`src/rtl/uart_swflow_pkg.sv`:
```
package uart_swflow_pkg;
  typedef enum logic [1:0] {
    TRK_IDLE = 2'd0,
    TRK_OFF1 = 2'd1,
    TRK_ON1  = 2'd2
  } trk_e;

  localparam int NCODE   = 4;
  localparam int IDX_ON1  = 0;
  localparam int IDX_ON2  = 1;
  localparam int IDX_OFF1 = 2;
  localparam int IDX_OFF2 = 3;
endpackage

```
`src/rtl/uart_swflow_match.sv`:
```
module uart_swflow_match
  import uart_swflow_pkg::*;
#(
  parameter int DW = 8
) (
  input  logic [DW-1:0]            chr,
  input  logic [NCODE-1:0][DW-1:0] codes,
  output logic [NCODE-1:0]         hit
);
  for (genvar g = 0; g < NCODE; g++) begin : g_cmp
    assign hit[g] = (chr == codes[g]);
  end
endmodule

```
`src/rtl/uart_swflow_seq.sv`:
```
module uart_swflow_seq
  import uart_swflow_pkg::*;
(
  input  logic             clk,
  input  logic             rst,
  input  logic             valid,
  input  logic             sw_en,
  input  logic             pair_mode,
  input  logic             any_resume,
  input  logic             special_en,
  input  logic [NCODE-1:0] hit,
  output logic             paused,
  output logic             consume,
  output logic             ev_pause,
  output logic             ev_resume,
  output logic             ev_special
);
  trk_e trk_q, trk_d;
  logic paused_d;
  logic wake_any, off_done, on_done;

  always_comb begin
    wake_any = valid && sw_en && any_resume && paused;
    if (pair_mode) begin
      off_done = valid && sw_en && (trk_q == TRK_OFF1) && hit[IDX_OFF2];
      on_done  = valid && sw_en && (trk_q == TRK_ON1)  && hit[IDX_ON2];
    end else begin
      off_done = valid && sw_en && hit[IDX_OFF1];
      on_done  = valid && sw_en && hit[IDX_ON1];
    end

    trk_d    = trk_q;
    paused_d = paused;
    consume  = 1'b0;
    if (!sw_en) begin
      trk_d    = TRK_IDLE;
      paused_d = 1'b0;
    end else if (valid) begin
      if (wake_any) begin
        paused_d = 1'b0;
        consume  = hit[IDX_ON1];
        trk_d    = TRK_IDLE;
      end else if (off_done) begin
        paused_d = 1'b1;
        consume  = 1'b1;
        trk_d    = TRK_IDLE;
      end else if (on_done) begin
        paused_d = 1'b0;
        consume  = 1'b1;
        trk_d    = TRK_IDLE;
      end else if (pair_mode && hit[IDX_OFF1]) begin
        trk_d = TRK_OFF1;
      end else if (pair_mode && hit[IDX_ON1]) begin
        trk_d = TRK_ON1;
      end else begin
        trk_d = TRK_IDLE;
      end
    end

    ev_pause   = off_done && !wake_any;
    ev_resume  = wake_any || (on_done && !off_done);
    ev_special = valid && special_en && hit[IDX_OFF2] && !ev_pause;
  end

  always_ff @(posedge clk) begin
    if (rst) begin
      trk_q  <= TRK_IDLE;
      paused <= 1'b0;
    end else begin
      trk_q  <= trk_d;
      paused <= paused_d;
    end
  end
endmodule

```
`src/rtl/uart_swflow_irq.sv`:
```
module uart_swflow_irq (
  input  logic clk,
  input  logic rst,
  input  logic int_en,
  input  logic ev_set,
  input  logic ev_clear,
  input  logic iir_read,
  output logic flag
);
  always_ff @(posedge clk) begin
    if (rst)                       flag <= 1'b0;
    else if (int_en && ev_set)     flag <= 1'b1;
    else if (iir_read || ev_clear) flag <= 1'b0;
  end
endmodule

```
`src/rtl/uart_swflow_det.sv`:
```
module uart_swflow_det
  import uart_swflow_pkg::*;
#(
  parameter int DW = 8
) (
  input  logic          clk,
  input  logic          rst,
  input  logic          rx_valid,
  input  logic [DW-1:0] rx_data,
  input  logic          sw_en,
  input  logic          pair_mode,
  input  logic          any_resume,
  input  logic          special_en,
  input  logic          int_en,
  input  logic          iir_read,
  input  logic [DW-1:0] xon1,
  input  logic [DW-1:0] xon2,
  input  logic [DW-1:0] xoff1,
  input  logic [DW-1:0] xoff2,
  output logic          tx_pause,
  output logic          flow_int,
  output logic          irq_n,
  output logic          fwd_valid,
  output logic [DW-1:0] fwd_data
);
  logic [NCODE-1:0][DW-1:0] codes;
  logic [NCODE-1:0]         hit;
  logic consume, ev_pause, ev_resume, ev_special;

  always_comb begin
    codes[IDX_ON1]  = xon1;
    codes[IDX_ON2]  = xon2;
    codes[IDX_OFF1] = xoff1;
    codes[IDX_OFF2] = xoff2;
  end

  uart_swflow_match #(.DW(DW)) match_i (
    .chr(rx_data), .codes(codes), .hit(hit)
  );

  uart_swflow_seq seq_i (
    .clk(clk), .rst(rst), .valid(rx_valid), .sw_en(sw_en),
    .pair_mode(pair_mode), .any_resume(any_resume), .special_en(special_en),
    .hit(hit), .paused(tx_pause), .consume(consume),
    .ev_pause(ev_pause), .ev_resume(ev_resume), .ev_special(ev_special)
  );

  uart_swflow_irq irq_i (
    .clk(clk), .rst(rst), .int_en(int_en),
    .ev_set(ev_pause || ev_special), .ev_clear(ev_resume),
    .iir_read(iir_read), .flag(flow_int)
  );

  assign irq_n = !flow_int;

  always_ff @(posedge clk) begin
    if (rst) begin
      fwd_valid <= 1'b0;
      fwd_data  <= '0;
    end else begin
      fwd_valid <= rx_valid && !consume;
      if (rx_valid) fwd_data <= rx_data;
    end
  end
endmodule

```
`config.mk`:
```
export PLATFORM = sky130hd
export DESIGN_NAME = uart_swflow_det
export DESIGN_NICKNAME = d
export VERILOG_FILES = /design/src/rtl/uart_swflow_pkg.sv /design/src/rtl/uart_swflow_match.sv /design/src/rtl/uart_swflow_seq.sv /design/src/rtl/uart_swflow_irq.sv /design/src/rtl/uart_swflow_det.sv
export SDC_FILE = /design/constraint.sdc
export NUM_CORES = 1
export LEC_CHECK = 0
export ABC_CLOCK_PERIOD_IN_PS = 1550
export BUFFER_PORTS_ARGS = -buffer_cell sky130_fd_sc_hd__buf_4
export CORE_UTILIZATION = 35
export CTS_CLUSTER_DIAMETER = 120
export DETAILED_ROUTE_END_ITERATION = 7
export HOLD_SLACK_MARGIN = 0.06
export PLACE_DENSITY = 0.76
export REMOVE_ABC_BUFFERS = 1
export SLEW_MARGIN = 10
export SYNTH_ARGS = -nofsm -noshare
export SYNTH_HDL_FRONTEND = slang
export SYNTH_HIERARCHICAL = 1
export SYNTH_SLANG_ARGS = --single-unit
```
`constraint.sdc`:
```
create_clock -name clk -period 1.55 [get_ports clk]
set_input_delay 0 -clock clk [delete_from_list [all_inputs] [get_ports clk]]
set_output_delay 0 -clock clk [all_outputs]
set_load 0.02 [all_outputs]
```
==> results_dict.tcl <==
set metrics [dict create \
    synth.cell_area_um2 1085 \
    power.sequential.fraction_pct 39.6 \
    dpl.cell_count 218 \
    postRouteWirelength_um 2952 \
    cp_data_arrival_time_ns 1.68 \
    floorplan.initialDensity_pct 38.03 \
    pwr_density_cell_nw_per_um2 540.9 \
    remaining_global_route_overflow 0 \
    n_fill_cell 261 \
    antenna_violations_before_repair 0 \
    power.leakage_nw 0.7350 \
    ant_nets 0 \
    power_switching_w 0.0002582 \
    tritoncts "done" \
    final_area_um2 1659 \
    finish.net_count 245 \
    gp_congestion 0.8268 \
    number_of_clock_sinks_seen_by_cts 13 \
    setup_tns_final_ns 0 \
    detailedRoute.firstIterationViolations 32 \
    grt_use_total_pct 18.31 \
    worstMarginPinSlew_ns 0.3086 \
    hold_viol 0 \
    setup_cp_type "flop to flop" \
    clk_path_buf_depth 2 \
    detailedRoute.firstPassIterationCount 6 \
    startpoint_type "flop" \
    io_buffers 60 \
    final.setup_skew_ns 0.003477 \
    global_route_wire_length_before_repair_um 4719 \
    wl_met1_um 1180 \
    grt_setup_unrepaired "false" \
    final-setup-viol-count 0 \
    status "finished, violations left" \
    final_cell_mix "buf_4 (74), xnor2_1 (32), dfxtp_1 (13)" \
    synth_sequential_area_ratio_pct 23.99 \
    met2_routed_length_um 1613 \
    netSwitchingFraction_pct 28.77 \
    final.hold.worst_slack_ns 0.08999 \
    path_clk_slew_ns 0.09 \
    fin_crit_sh_pct 95.07 \
    vias_per_cell 4.929 \
    layout-drive-gt1-share_pct 42.56 \
    n_antenna_cell 0 \
    cellInternalPower_w 0.0006392 \
    post-route-drc-count 4 \
    placed_cell_area_um2 1589 \
    final-instance-count-excl-fill 226 \
    met3_wirelength_um 158 \
    vias_post_dr 1114 \
    max_slew_violation_total_from_the_final_report 0 \
    design.portCount 61 \
    timing.critical_path.fanout_max 6 \
    die_h_um 57.67 \
    cp-end-kind "flop" \
    final.min_clock_period_ns 1.474 \
    layout_commonest_cell "buf_4" \
    hpwlAfterDp_um 2446 \
    finalCoreUtilization_pct 58.16 \
    design.die.area_um2 3326 \
    peakVddDrop_v 0.0003185 \
    floorplan.rows 19 \
    failed_checks "design-rule violations" \
    clockRootBuffer "clkbuf_4" \
    vias_in_the_first_global_route 1118 \
    postSynthCellCount 124 \
    post_synth_num_cell_types 31 \
    postCtsSetupBuffers 0 \
    max_cap_violations 0 \
    pin_count_of_the_biggest_net_entering_global_routing 17 \
    power.clock.fraction_pct 23.9 \
    power.share.combinational_pct 36.5 \
    syn2layout_area_growth_pct 52.94 \
    insertion_delay_ns 0.28 \
    top_signal_layer_used "met3" \
    die_w_um 57.67 \
    fmax_mhz 678.6 \
    synth-seq-cells 13 \
    cts_buffers 3 \
    cp_data_required_time_ns 1.76 \
    core_um2 2853 \
    min_path_type "input pin to flop" \
    maxSlewHeadroom_pct 79.43 \
    ctsHtreeMaxLevel 1 \
    post_drt_wl_per_cell_um 13.06 \
    yosysWarningCount 6 \
    syn-mean-instance-area_um2 8.748 \
]
## final timing paths
path                        from           to  slack [ns]  depth (start not counted)
hold / removal        rx_data[0]  fwd_data[0]        0.09                          4
setup reg to reg  seq_i/trk_q[0]   irq_i/flag        0.08                          5
setup / recovery  seq_i/trk_q[0]   irq_i/flag        0.08                          5
hold reg to reg      fwd_data[4]  fwd_data[4]        0.52                          2
## what timing repair did
item                                    in CTS  in global routing
endpoints found under the setup margin       0                  1
hold buffers                                 4                  0
hold endpoints to repair                    11                  0
gates resized for setup                      0                  1
## layout make-up
cell class	instances	area [um^2]	share of cell area, %
Sequential cell	13	260.3	15.69
Timing Repair Buffer	78	595.6	35.90
Tap cell	31	38.79	2.338
Inverter	3	11.26	0.6787
Clock buffer	3	22.52	1.357
Multi-Input combinational cell	97	725.7	43.74
Clock inverter	1	5.005	0.3017
## routing by layer
layer / global-route usage [%] / vias up
met1: 20.19 / 522
met2: 35.55 / 31
li1: - / 561
met4: 3.061 / 0
met5: 0 / -
met3: 4.688 / 0
## worst max-delay path, stage by stage (launching register included)
cell	delay [ns]
dfxtp_1	0.41
and3b_1	0.22
mux2i_1	0.17
a21oi_1	0.09
or3b_1	0.37
a21oi_1	0.15
## Yosys cell counts
master | count | share of area [%]
xnor2_1 | 32 | 26
dfxtp_1 | 13 | 24
nor2_1 | 13 | 4.5
mux2i_1 | 9 | 8.3
nand4_1 | 8 | 4.6
buf_6 | 5 | 5.2
a21oi_1 | 4 | 1.8
nand2_1 | 4 | 1.4
nand2b_1 | 4 | 2.3
and3b_1 | 3 | 2.4
inv_1 | 3 | 1.0
nand3b_1 | 3 | 2.1
buf_2 | 2 | 0.92
buf_4 | 2 | 1.4
nor2b_1 | 2 | 1.2
nor3_1 | 2 | 0.92
a21bo_2 | 1 | 0.92
a221o_1 | 1 | 0.92
a41oi_1 | 1 | 0.81
clkbuf_1 | 1 | 0.35
clkbuf_2 | 1 | 0.46
nand3_1 | 1 | 0.46
nand4b_1 | 1 | 0.81
nor3b_2 | 1 | 1.2
o311a_1 | 1 | 0.92
o311ai_1 | 1 | 0.81
o32ai_2 | 1 | 1.5
o41a_1 | 1 | 1.0
or2_1 | 1 | 0.58
or2_2 | 1 | 0.58
or3b_1 | 1 | 0.81
## kinds of logic (layout without fill, tap and decap cells)
family / Yosys count / in the layout / share of synthesized area, %
compound gates: 11 / 11 / 8.767
simple gates: 45 / 45 / 23.76
xor+xnor: 32 / 32 / 25.84
buf+inv: 14 / 85 / 9.341
mux: 9 / 9 / 8.305
flops: 13 / 13 / 23.99
## power groups by stage
stage / combinational, W / sequential (W) / clock (W)
finish: 0.000328 / 0.000355 / 0.000215
global route: 0.000352 / 0.000356 / 0.000239
CTS: 0.000330 / 0.000355 / 0.000221
detailed placement: 0.000320 / 0.000363 / 0
global placement: 0.000312 / 0.000362 / 0
floorplan: 0.000110 / 0.000379 / 0
## through the flow
stage | setup WS (ns) | power, W
CTS | 0.08035 | 0.0009064
global placement | -0.1238 | 0.0006740
detailed placement | -0.1859 | 0.0006827
floorplan | 0.1275 | 0.0004883
global route | 0.006506 | 0.0009478
finish | 0.07640 | 0.0008974
## registers in the layout, summed over array words and instances (netlist names)
name,cells
seq_i/trk_q,2
seq_i/paused,1
irq_i/flag,1
fwd_valid,1
fwd_data,8
(Power assumes the default switching activity.)
